==> config.mk <==
export PLATFORM = sky130hd
export DESIGN_NAME = clkbuf_pwrseq
export DESIGN_NICKNAME = d
export VERILOG_FILES = /design/src/rtl/clkbuf_pwrseq_pkg.sv /design/src/rtl/clkbuf_pwrseq_timer.sv /design/src/rtl/clkbuf_pwrseq_cfg.sv /design/src/rtl/clkbuf_pwrseq_fsm.sv /design/src/rtl/clkbuf_pwrseq.sv
export SDC_FILE = /design/constraint.sdc
export NUM_CORES = 1
export LEC_CHECK = 0
export BUFFER_PORTS_ARGS = -buffer_cell sky130_fd_sc_hd__buf_2
export CAP_MARGIN = 10
export CORE_ASPECT_RATIO = 1.2
export CORE_MARGIN = 10
export CORE_UTILIZATION = 54
export CTS_BUF_LIST = sky130_fd_sc_hd__clkbuf_4 sky130_fd_sc_hd__clkbuf_8
export DETAILED_ROUTE_END_ITERATION = 6
export PLACE_DENSITY_LB_ADDON = 0.05
export SLEW_MARGIN = 40
export SYNTH_ARGS = -nofsm -noshare
export SYNTH_HDL_FRONTEND = slang
export SYNTH_HIERARCHICAL = 1
export SYNTH_SLANG_ARGS = --single-unit
export TNS_END_PERCENT = 100
==> constraint.sdc <==
create_clock -name clk -period 2.08 [get_ports clk]
set_clock_uncertainty 0.05 [all_clocks]
set_input_delay 0.104 -clock clk [delete_from_list [all_inputs] [get_ports clk]]
set_output_delay 0.104 -clock clk [all_outputs]
set_load 0.02 [all_outputs]
==> src/rtl/clkbuf_pwrseq_pkg.sv <==
package clkbuf_pwrseq_pkg;

  typedef enum logic [1:0] {
    SEQ_OFF  = 2'd0,
    SEQ_RAMP = 2'd1,
    SEQ_WAIT = 2'd2,
    SEQ_RUN  = 2'd3
  } seq_state_e;

  // three-level select, already decoded: 00 low, 01 mid, 1x high
  function automatic logic [3:0] tri_level_idx(input logic [1:0] code);
    logic [3:0] idx;
    case (code)
      2'b00:   idx = 4'd0;
      2'b01:   idx = 4'd1;
      default: idx = 4'd2;
    endcase
    return idx;
  endfunction

  function automatic logic [7:0] addr_from_selects(input logic [1:0] sel_a,
                                                   input logic [1:0] sel_b);
    logic [3:0] pos;
    logic [7:0] addr;
    pos = tri_level_idx(sel_a) * 4'd3 + tri_level_idx(sel_b);
    case (pos)
      4'd0:    addr = 8'hD8;
      4'd1:    addr = 8'hDA;
      4'd2:    addr = 8'hDE;
      4'd3:    addr = 8'hC2;
      4'd4:    addr = 8'hC4;
      4'd5:    addr = 8'hC6;
      4'd6:    addr = 8'hCA;
      4'd7:    addr = 8'hCC;
      default: addr = 8'hCE;
    endcase
    return addr;
  endfunction

endpackage

==> src/rtl/clkbuf_pwrseq_timer.sv <==
module clkbuf_pwrseq_timer #(
  parameter int unsigned LIMIT = 25000
) (
  input  logic clk,
  input  logic rst_n,
  input  logic clr,
  input  logic run,
  output logic done
);
  localparam int unsigned CW = $clog2(LIMIT + 1);
  localparam logic [CW-1:0] LIMIT_V = CW'(LIMIT);

  logic [CW-1:0] cnt_q;
  logic [CW-1:0] cnt_d;
  logic          cnt_en;

  assign done   = (cnt_q == LIMIT_V);
  assign cnt_en = clr | (run & ~done);

  always_comb begin
    if (clr) cnt_d = '0;
    else     cnt_d = cnt_q + 1'b1;
  end

  always_ff @(posedge clk or negedge rst_n) begin
    if (!rst_n)      cnt_q <= '0;
    else if (cnt_en) cnt_q <= cnt_d;
  end
endmodule

==> src/rtl/clkbuf_pwrseq_cfg.sv <==
module clkbuf_pwrseq_cfg
  import clkbuf_pwrseq_pkg::*;
(
  input  logic       clk,
  input  logic       rst_n,
  input  logic       clear,
  input  logic       capture,
  input  logic       fs_sel_in,
  input  logic [1:0] addr_sel_a,
  input  logic [1:0] addr_sel_b,
  output logic       cfg_valid,
  output logic       fs_100m,
  output logic [7:0] bus_addr
);
  logic       take;
  logic       valid_d;
  logic       valid_en;
  logic [7:0] addr_d;

  assign take     = capture & ~cfg_valid & ~clear;
  assign valid_en = clear | take;
  assign valid_d  = ~clear;
  assign addr_d   = addr_from_selects(addr_sel_a, addr_sel_b);

  always_ff @(posedge clk or negedge rst_n) begin
    if (!rst_n)        cfg_valid <= 1'b0;
    else if (valid_en) cfg_valid <= valid_d;
  end

  always_ff @(posedge clk or negedge rst_n) begin
    if (!rst_n) begin
      fs_100m  <= 1'b0;
      bus_addr <= '0;
    end else if (take) begin
      fs_100m  <= fs_sel_in;
      bus_addr <= addr_d;
    end
  end
endmodule

==> src/rtl/clkbuf_pwrseq_fsm.sv <==
module clkbuf_pwrseq_fsm
  import clkbuf_pwrseq_pkg::*;
(
  input  logic       clk,
  input  logic       rst_n,
  input  logic       supply_ok,
  input  logic       pin_high,
  input  logic       clk_ok,
  input  logic       locked,
  input  logic       cfg_valid,
  input  logic       ramp_done,
  input  logic       tmo_done,
  output seq_state_e state_q,
  output logic       lock_timeout
);
  seq_state_e state_d;
  logic       tmo_d;
  logic       run_ok;

  assign run_ok = pin_high & clk_ok & locked;

  always_comb begin
    state_d = state_q;
    if (!supply_ok) begin
      state_d = SEQ_OFF;
    end else begin
      case (state_q)
        SEQ_OFF:  state_d = SEQ_RAMP;
        SEQ_RAMP: if (ramp_done) state_d = SEQ_WAIT;
        SEQ_WAIT: if (cfg_valid && run_ok) state_d = SEQ_RUN;
        SEQ_RUN:  if (!run_ok) state_d = SEQ_WAIT;
        default:  state_d = SEQ_OFF;
      endcase
    end
  end

  always_comb begin
    if (state_d != SEQ_WAIT) tmo_d = 1'b0;
    else tmo_d = lock_timeout | ((state_q == SEQ_WAIT) & tmo_done);
  end

  always_ff @(posedge clk or negedge rst_n) begin
    if (!rst_n) begin
      state_q      <= SEQ_OFF;
      lock_timeout <= 1'b0;
    end else begin
      state_q      <= state_d;
      lock_timeout <= tmo_d;
    end
  end
endmodule

==> src/rtl/clkbuf_pwrseq.sv <==
module clkbuf_pwrseq
  import clkbuf_pwrseq_pkg::*;
#(
  parameter int unsigned RAMP_CYC = 25000,
  parameter int unsigned LOCK_CYC = 12500
) (
  input  logic       clk,
  input  logic       rst_n,
  input  logic       supply_ok,
  input  logic       pwrgd_pdn,
  input  logic       clk_in_valid,
  input  logic       pll_locked,
  input  logic       fs_sel_in,
  input  logic [1:0] addr_sel_a,
  input  logic [1:0] addr_sel_b,
  output logic       out_en,
  output logic       pll_en,
  output logic       cfg_valid,
  output logic       fs_100m,
  output logic [7:0] bus_addr,
  output logic       lock_timeout,
  output logic [1:0] seq_state
);
  seq_state_e state_q;
  logic       ramp_done;
  logic       tmo_done;
  logic       in_ramp;
  logic       in_wait;
  logic       lock_wait;
  logic       cfg_take;

  assign in_ramp   = (state_q == SEQ_RAMP);
  assign in_wait   = (state_q == SEQ_WAIT);
  assign lock_wait = in_wait & cfg_valid & pwrgd_pdn & clk_in_valid & ~pll_locked;
  assign cfg_take  = in_wait & pwrgd_pdn;

  clkbuf_pwrseq_timer #(.LIMIT(RAMP_CYC)) u_ramp_tmr (
    .clk   (clk),
    .rst_n (rst_n),
    .clr   (~in_ramp),
    .run   (in_ramp),
    .done  (ramp_done)
  );

  clkbuf_pwrseq_timer #(.LIMIT(LOCK_CYC)) u_lock_tmr (
    .clk   (clk),
    .rst_n (rst_n),
    .clr   (~lock_wait),
    .run   (lock_wait),
    .done  (tmo_done)
  );

  clkbuf_pwrseq_cfg u_cfg (
    .clk        (clk),
    .rst_n      (rst_n),
    .clear      (~supply_ok),
    .capture    (cfg_take),
    .fs_sel_in  (fs_sel_in),
    .addr_sel_a (addr_sel_a),
    .addr_sel_b (addr_sel_b),
    .cfg_valid  (cfg_valid),
    .fs_100m    (fs_100m),
    .bus_addr   (bus_addr)
  );

  clkbuf_pwrseq_fsm u_fsm (
    .clk          (clk),
    .rst_n        (rst_n),
    .supply_ok    (supply_ok),
    .pin_high     (pwrgd_pdn),
    .clk_ok       (clk_in_valid),
    .locked       (pll_locked),
    .cfg_valid    (cfg_valid),
    .ramp_done    (ramp_done),
    .tmo_done     (tmo_done),
    .state_q      (state_q),
    .lock_timeout (lock_timeout)
  );

  assign out_en    = (state_q == SEQ_RUN);
  assign pll_en    = pwrgd_pdn & (in_wait | out_en);
  assign seq_state = state_q;
endmodule

Word level (Yosys, flattened, before mapping)
Memories as Yosys holds them, arrays and structs flattened.
Cells that the tools add are included.

word-level totals
  flip-flop bits (word level) = 42
  bits in read-only memories = 32
  bits of input ports = 11
  logic and storage cells = 60
  memories kept = 1

cells by class
  add/subtract/negate cells = 3
  $mul = 1
  eq/ne operators = 8
  multiplexer cells = 11
  bitwise logic cells = 25
  reductions and logical operators = 4

memory list
  memory           words  width  read ports  clocked after Yosys merged registers in  write ports  RTL line                 RTL
  (no name shown)  8      4      1           0                                        0            clkbuf_pwrseq_pkg.sv:26  case (pos)

operator list
  kind                   number
  $add 15x1->15 const B  1
  $eq 15x15->1 const B   1
  $mux 15                1
  $add 14x1->14 const B  1
  $eq 14x14->1 const B   1
  $mux 14                1
  $and 1x1->1            13
  $mux 2                 4
  $mux 8                 1
  $pmux 2 s2             2
  $pmux 2 s4             1
  $not 1->1              7
  $eq 2x1->1 const B     3
  $logic_not 2->1        3
  $or 1x1->1             5
  $add 4x2->4            1
  $eq 2x2->1 const B     2
  $mul 2x2->4 const B    1
  $ne 2x2->1 const B     1
  $logic_and 1x1->1      1
  $mux 1                 1

Longest topological paths before layout
  depth in word-level cells = 8
  gate-level depth with buffers = 8

Hierarchy
Netlist, hierarchy kept.

by module, submodules not included
  module                             times used  cells each  area an instance (um^2)  seq. area each (um^2)
  clkbuf_pwrseq_timer at u_ramp_tmr  1           89          863.3                    375.4
  clkbuf_pwrseq_timer at u_lock_tmr  1           83          784.5                    350.3
  clkbuf_pwrseq_cfg                  1           44          450.4                    175.2
  clkbuf_pwrseq_fsm                  1           12          128.9                    75.1
  clkbuf_pwrseq                      1           10          52.6                     0.0

Least setup slack after synthesis
No wires, ideal clock.

  path type = register -> register
  start = reg u_fsm.state_q[1]
  end = reg u_ramp_tmr.cnt_q[13]
  data arrival time = 2.008 ns
  path slack = -0.055 ns
  stages on the path, launching flop included = 7
  clock period less this slack = 2.135 ns
  path through = dfrtp_1 > nand2b_1 > inv_1 > nand2_2 > or3_4 > or4_1 > a21oi_1

on the way
  longest elaborated chain between the ends = 3
  elaborated cells between the ends (all ways) = 5
  classes of those cells = eq/ne (1); mux (1); bitwise (3)

ends and longest elaborated chain
  element                                          RTL line                                        RTL
  from (decl)                                      clkbuf_pwrseq_fsm.sv:13                         output seq_state_e state_q,
  from (signal assigned)                           clkbuf_pwrseq_fsm.sv:47                         state_q <= state_d;
  $eq 2x1->1 (*)                                   clkbuf_pwrseq.sv:32                             assign in_ramp = (state_q == SEQ_RAMP);
  named net in_ramp                                clkbuf_pwrseq.sv:27                             logic in_ramp;
  $and 1x1->1 / $not 1->1 (equally long branches)  clkbuf_pwrseq_timer.sv:18, clkbuf_pwrseq.sv:40
  $or 1x1->1                                       clkbuf_pwrseq_timer.sv:18                       assign cnt_en = clr | (run & ~done);
  to (signal assigned)                             clkbuf_pwrseq_timer.sv:27                       else if (cnt_en) cnt_q <= cnt_d;
  to (decl)                                        clkbuf_pwrseq_timer.sv:13                       logic [CW-1:0] cnt_q;

The timed path passes the listed nets; every way through them passes the cells marked *.
A chain may end at the register's enable or synchronous reset.

Worst setup path after layout
Same ends and word-level chain as after synthesis.

==> metrics.log <==
[metrics] run status: complete, no violations
[metrics] crit path setup slack, layout: 122.1 ps
[metrics] level count of the clock H-tree: 2
[metrics] sinks on the clock net: 39
[metrics] sw frac: 0.2046
[metrics] clk_lat worst skew: 290 ps
[metrics] WL per Instance: between 10 and 15 µm
[metrics] total global routing track utilization: 0.1413
[metrics] multiplexer share of the synthesized area: 0.02909
[metrics] combinational family with the most area after synthesis: simple AND/OR/NAND/NOR gates
[metrics] signed area change from the synthesized netlist to the final layout: 19.81%
[metrics] clock tree buffer depth: 2
[metrics] area of the die: 7232 µm²
[metrics] cell count after synthesis: 238
[metrics] vias post-DR: 1795
[metrics] launching instance or port of the critical path: u_fsm/state_q[1]$_DFF_PN0_
[metrics] crit end category: register
[metrics] Post-Synth Adder-Cell Area: 0.06367
[metrics] FF-to-FF Start: u_fsm/state_q[1]$_DFF_PN0_
[metrics] Pwr Density: approximately 600 nW/µm²
[metrics] number of detailed-route iterations in the first pass: 4
[metrics] fraction of the mapped netlist area in compound gates: 0.08891
[metrics] global-route wire length before repair: 8280 µm
[metrics] final instance count without filler cells: 335
[metrics] floorplan row count: 25
[metrics] worst voltage drop across the vdd grid: 326.9 µV
[metrics] CTS Root Cell: clkbuf_8
[metrics] top achievable clock speed: 0.5107 GHz
[metrics] remaining antenna violation count after routing: 0
[metrics] Required @ worst endpoint: 2250 ps
[metrics] pre-CTS WS: -23.94 ps
[metrics] final setup fails: 0
[metrics] max-cap violation count: 0
[metrics] final number of hold-violating endpoints: 0
[metrics] HPWL after detailed placement: 3480 µm
[metrics] sequential-to-total area share from yosys stat: 0.4281
[metrics] Main synth FF type: dfrtp_1
[metrics] RSZ-0062 raised after global routing: no
[metrics] ratio of cells with drive above 1 in the final layout: 0.2633
[metrics] via count of the first global-routing pass: about 1800
[metrics] most numerous cell types in the synthesized netlist: dfrtp_1, nor2_1, inv_1, nand2_1, xnor2_1
[metrics] proportion of power drawn by flip-flops and latches: 0.467
[metrics] startpoint-to-endpoint class of the critical path: register to register
[metrics] Top-Level Pins: 26
[metrics] Final nets: 302
[metrics] post-route clock period utilization: 0.9413
[metrics] combinational power share: 0.073
[metrics] most instantiated library cell after synthesis: dfrtp_1
[metrics] global route overflow: 0
[metrics] leading post-synthesis cells by cell area: dfrtp_1, ha_1, nor2_1
[metrics] Pleak: ~1.2 nW
[metrics] cell internal pwr: 1.305 mW
[metrics] peak fanout along the critical path: 6
[metrics] share of total power in the clock network: 0.459
[metrics] area fraction of the dominant cell type after synthesis: 0.4281
[metrics] maximum number of pins on one net before global-route repair: 40
[metrics] Vert. Die Dim: 91.18 µm
[metrics] Yosys Warn Count: 6
[metrics] Slew Limit Fails: 0
[metrics] XOR/XNOR share of the synthesized area: 0.05763
[metrics] Mean Syn Cell Area: 9.579 µm²
[metrics] register bit total from synthesis: 39
[metrics] clock input transition at the sequential cells of the worst setup and hold paths: 80 ps
[metrics] Inserted Clock Buffers: 5
[metrics] number of port buffers: 23
[metrics] core footprint: 4004 µm²
[metrics] number of violations reported at the end of detailed-routing iteration 0: 62
[metrics] TritonCTS clock tree: done
[metrics] number of enable-type register cells in the synthesized netlist: 0
[metrics] mean number of vias per cell: 5.358
[metrics] antenna violations before repair: 0
[metrics] mapped cell area: 2280 µm²
[metrics] shortest period the worst path allows: 1958 ps
[metrics] switching power: 0.3357 mW
[metrics] source of the worst hold timing path: supply_ok
[metrics] diodes inserted: 0
[metrics] x dimension of the die: 79.32 µm
[metrics] post-synthesis cell type with the largest combined area: dfrtp_1
[metrics] initial core utilization: 0.5694
[metrics] number of distinct library cells after synthesis: 43
[metrics] cell count after placement: 322
[metrics] RD Place Congestion: 0.7672
[metrics] data arrival time of the critical path: 2130 ps
[metrics] share of the core filled with cells: 0.6822
[metrics] path class of the lowest-slack min-delay path: input pin to register
[metrics] crit start category: register
[metrics] asr flop ratio synth: 1.000
[metrics] final routed wirelength across all metal layers: approximately 4700 µm
[metrics] Remaining DRCs: 0
[metrics] simple-gate portion of the synthesized area: 0.2849
registers in the layout, indices dropped and copies added, names as in the netlist:
signal / flops
u_fsm/state_q: 2
u_cfg/cfg_valid: 1
u_lock_tmr/cnt_q: 14
u_fsm/lock_timeout: 1
u_cfg/bus_addr: 5
u_cfg/fs_100m: 1
u_ramp_tmr/cnt_q: 15
power by group through the flow:
stage               logic [mW]  registers (mW)  clock network [mW]
floorplan               0.0631           0.785                   0
global placement         0.111           0.781                   0
detailed placement       0.114           0.781                   0
CTS                      0.118           0.766               0.776
global route             0.140           0.767               0.811
finish                   0.120           0.767               0.754
worst max-delay path, cell delays in order, from the launching register on:
cell and delay [ps]:
dfrtp_1 430, nand2b_4 170, inv_2 60, nand2_2 90, or3_4 420, or4_1 510, a21oi_1 150
timing repair:
action                     CTS  global route
pin swaps                    0             3
gates resized for setup      2             2
hold buffers                 2             0
hold endpoints to repair    40             0
setup endpoints to repair    1             5
buffers inserted             0             3
stage by stage:
| step | power (mW) | TNS [ps] | hold WS, ps | instance area, µm² |
|---|---|---|---|---|
| after CTS | 1.660 | 0 | 14.89 | 2701 |
| after global placement | 0.8915 | 0 | 212.9 | 2530 |
| after floorplan | 0.8476 | 0 | -241.6 | 2283 |
| after detailed placement | 0.8948 | -23.94 | 55.70 | 2532 |
| after global routing | 1.718 | 0 | 34.24 | 2731 |
| final | 1.641 | 0 | 19.64 | 2731 |
area by class of cell:
class	count	area, µm²
multi-input cells	175	1222
well taps	54	67.56
repair buffers	42	265.3
clock buffers	6	76.32
inverters	17	63.81
clock inverters	2	60.06
flip-flops and latches	39	975.9
fillers	343	1272
layout by cell type (no fill, tap or decap), drive strengths merged, types with 3 or more instances in the layout:
cell type,count
inv,17
and2,3
xnor2,12
nand2,18
ha,10
nor2,30
nor3,3
xor2,3
nor2b,3
buf,40
mux2i,4
nand3,9
nor4,12
clkbuf,6
a21oi,11
nand2b,4
or3,10
nand4,9
o21ai,11
dfrtp,39
worst paths after layout:
kind	endpoint	slack, ps	cells after the start
setup / recovery	u_ramp_tmr/cnt_q[13]$_DFFE_PN0P_	120	6
hold / removal	u_fsm/state_q[0]$_DFF_PN0_	20	2
setup reg to reg	u_ramp_tmr/cnt_q[13]$_DFFE_PN0P_	120	6
hold reg to reg	u_cfg/fs_100m$_DFFE_PN0P_	460	1
max in group asynchronous	u_lock_tmr/cnt_q[4]$_DFFE_PN0P_	1380	2
min in group asynchronous	u_ramp_tmr/cnt_q[9]$_DFFE_PN0P_	260	2
logic make-up after synthesis:
family          after synthesis
compound gates               29
xor+xnor                     15
buf+inv                      25
simple gates                112
mux                           6
fa+ha+maj                    11
other cells                   1
flops                        39
metal layers:
layer | global-route usage | part of all wire | up-vias
met5 | 0 | 0 | -
met2 | 0.2432 | 0.52 | 26
li1 | - | - | 909
met1 | 0.1540 | 0.42 | 848
met4 | 0.06437 | 0.020 | 0
met3 | 0.04241 | 0.033 | 12
No activity file was read; power rests on OpenSTA's default activity.
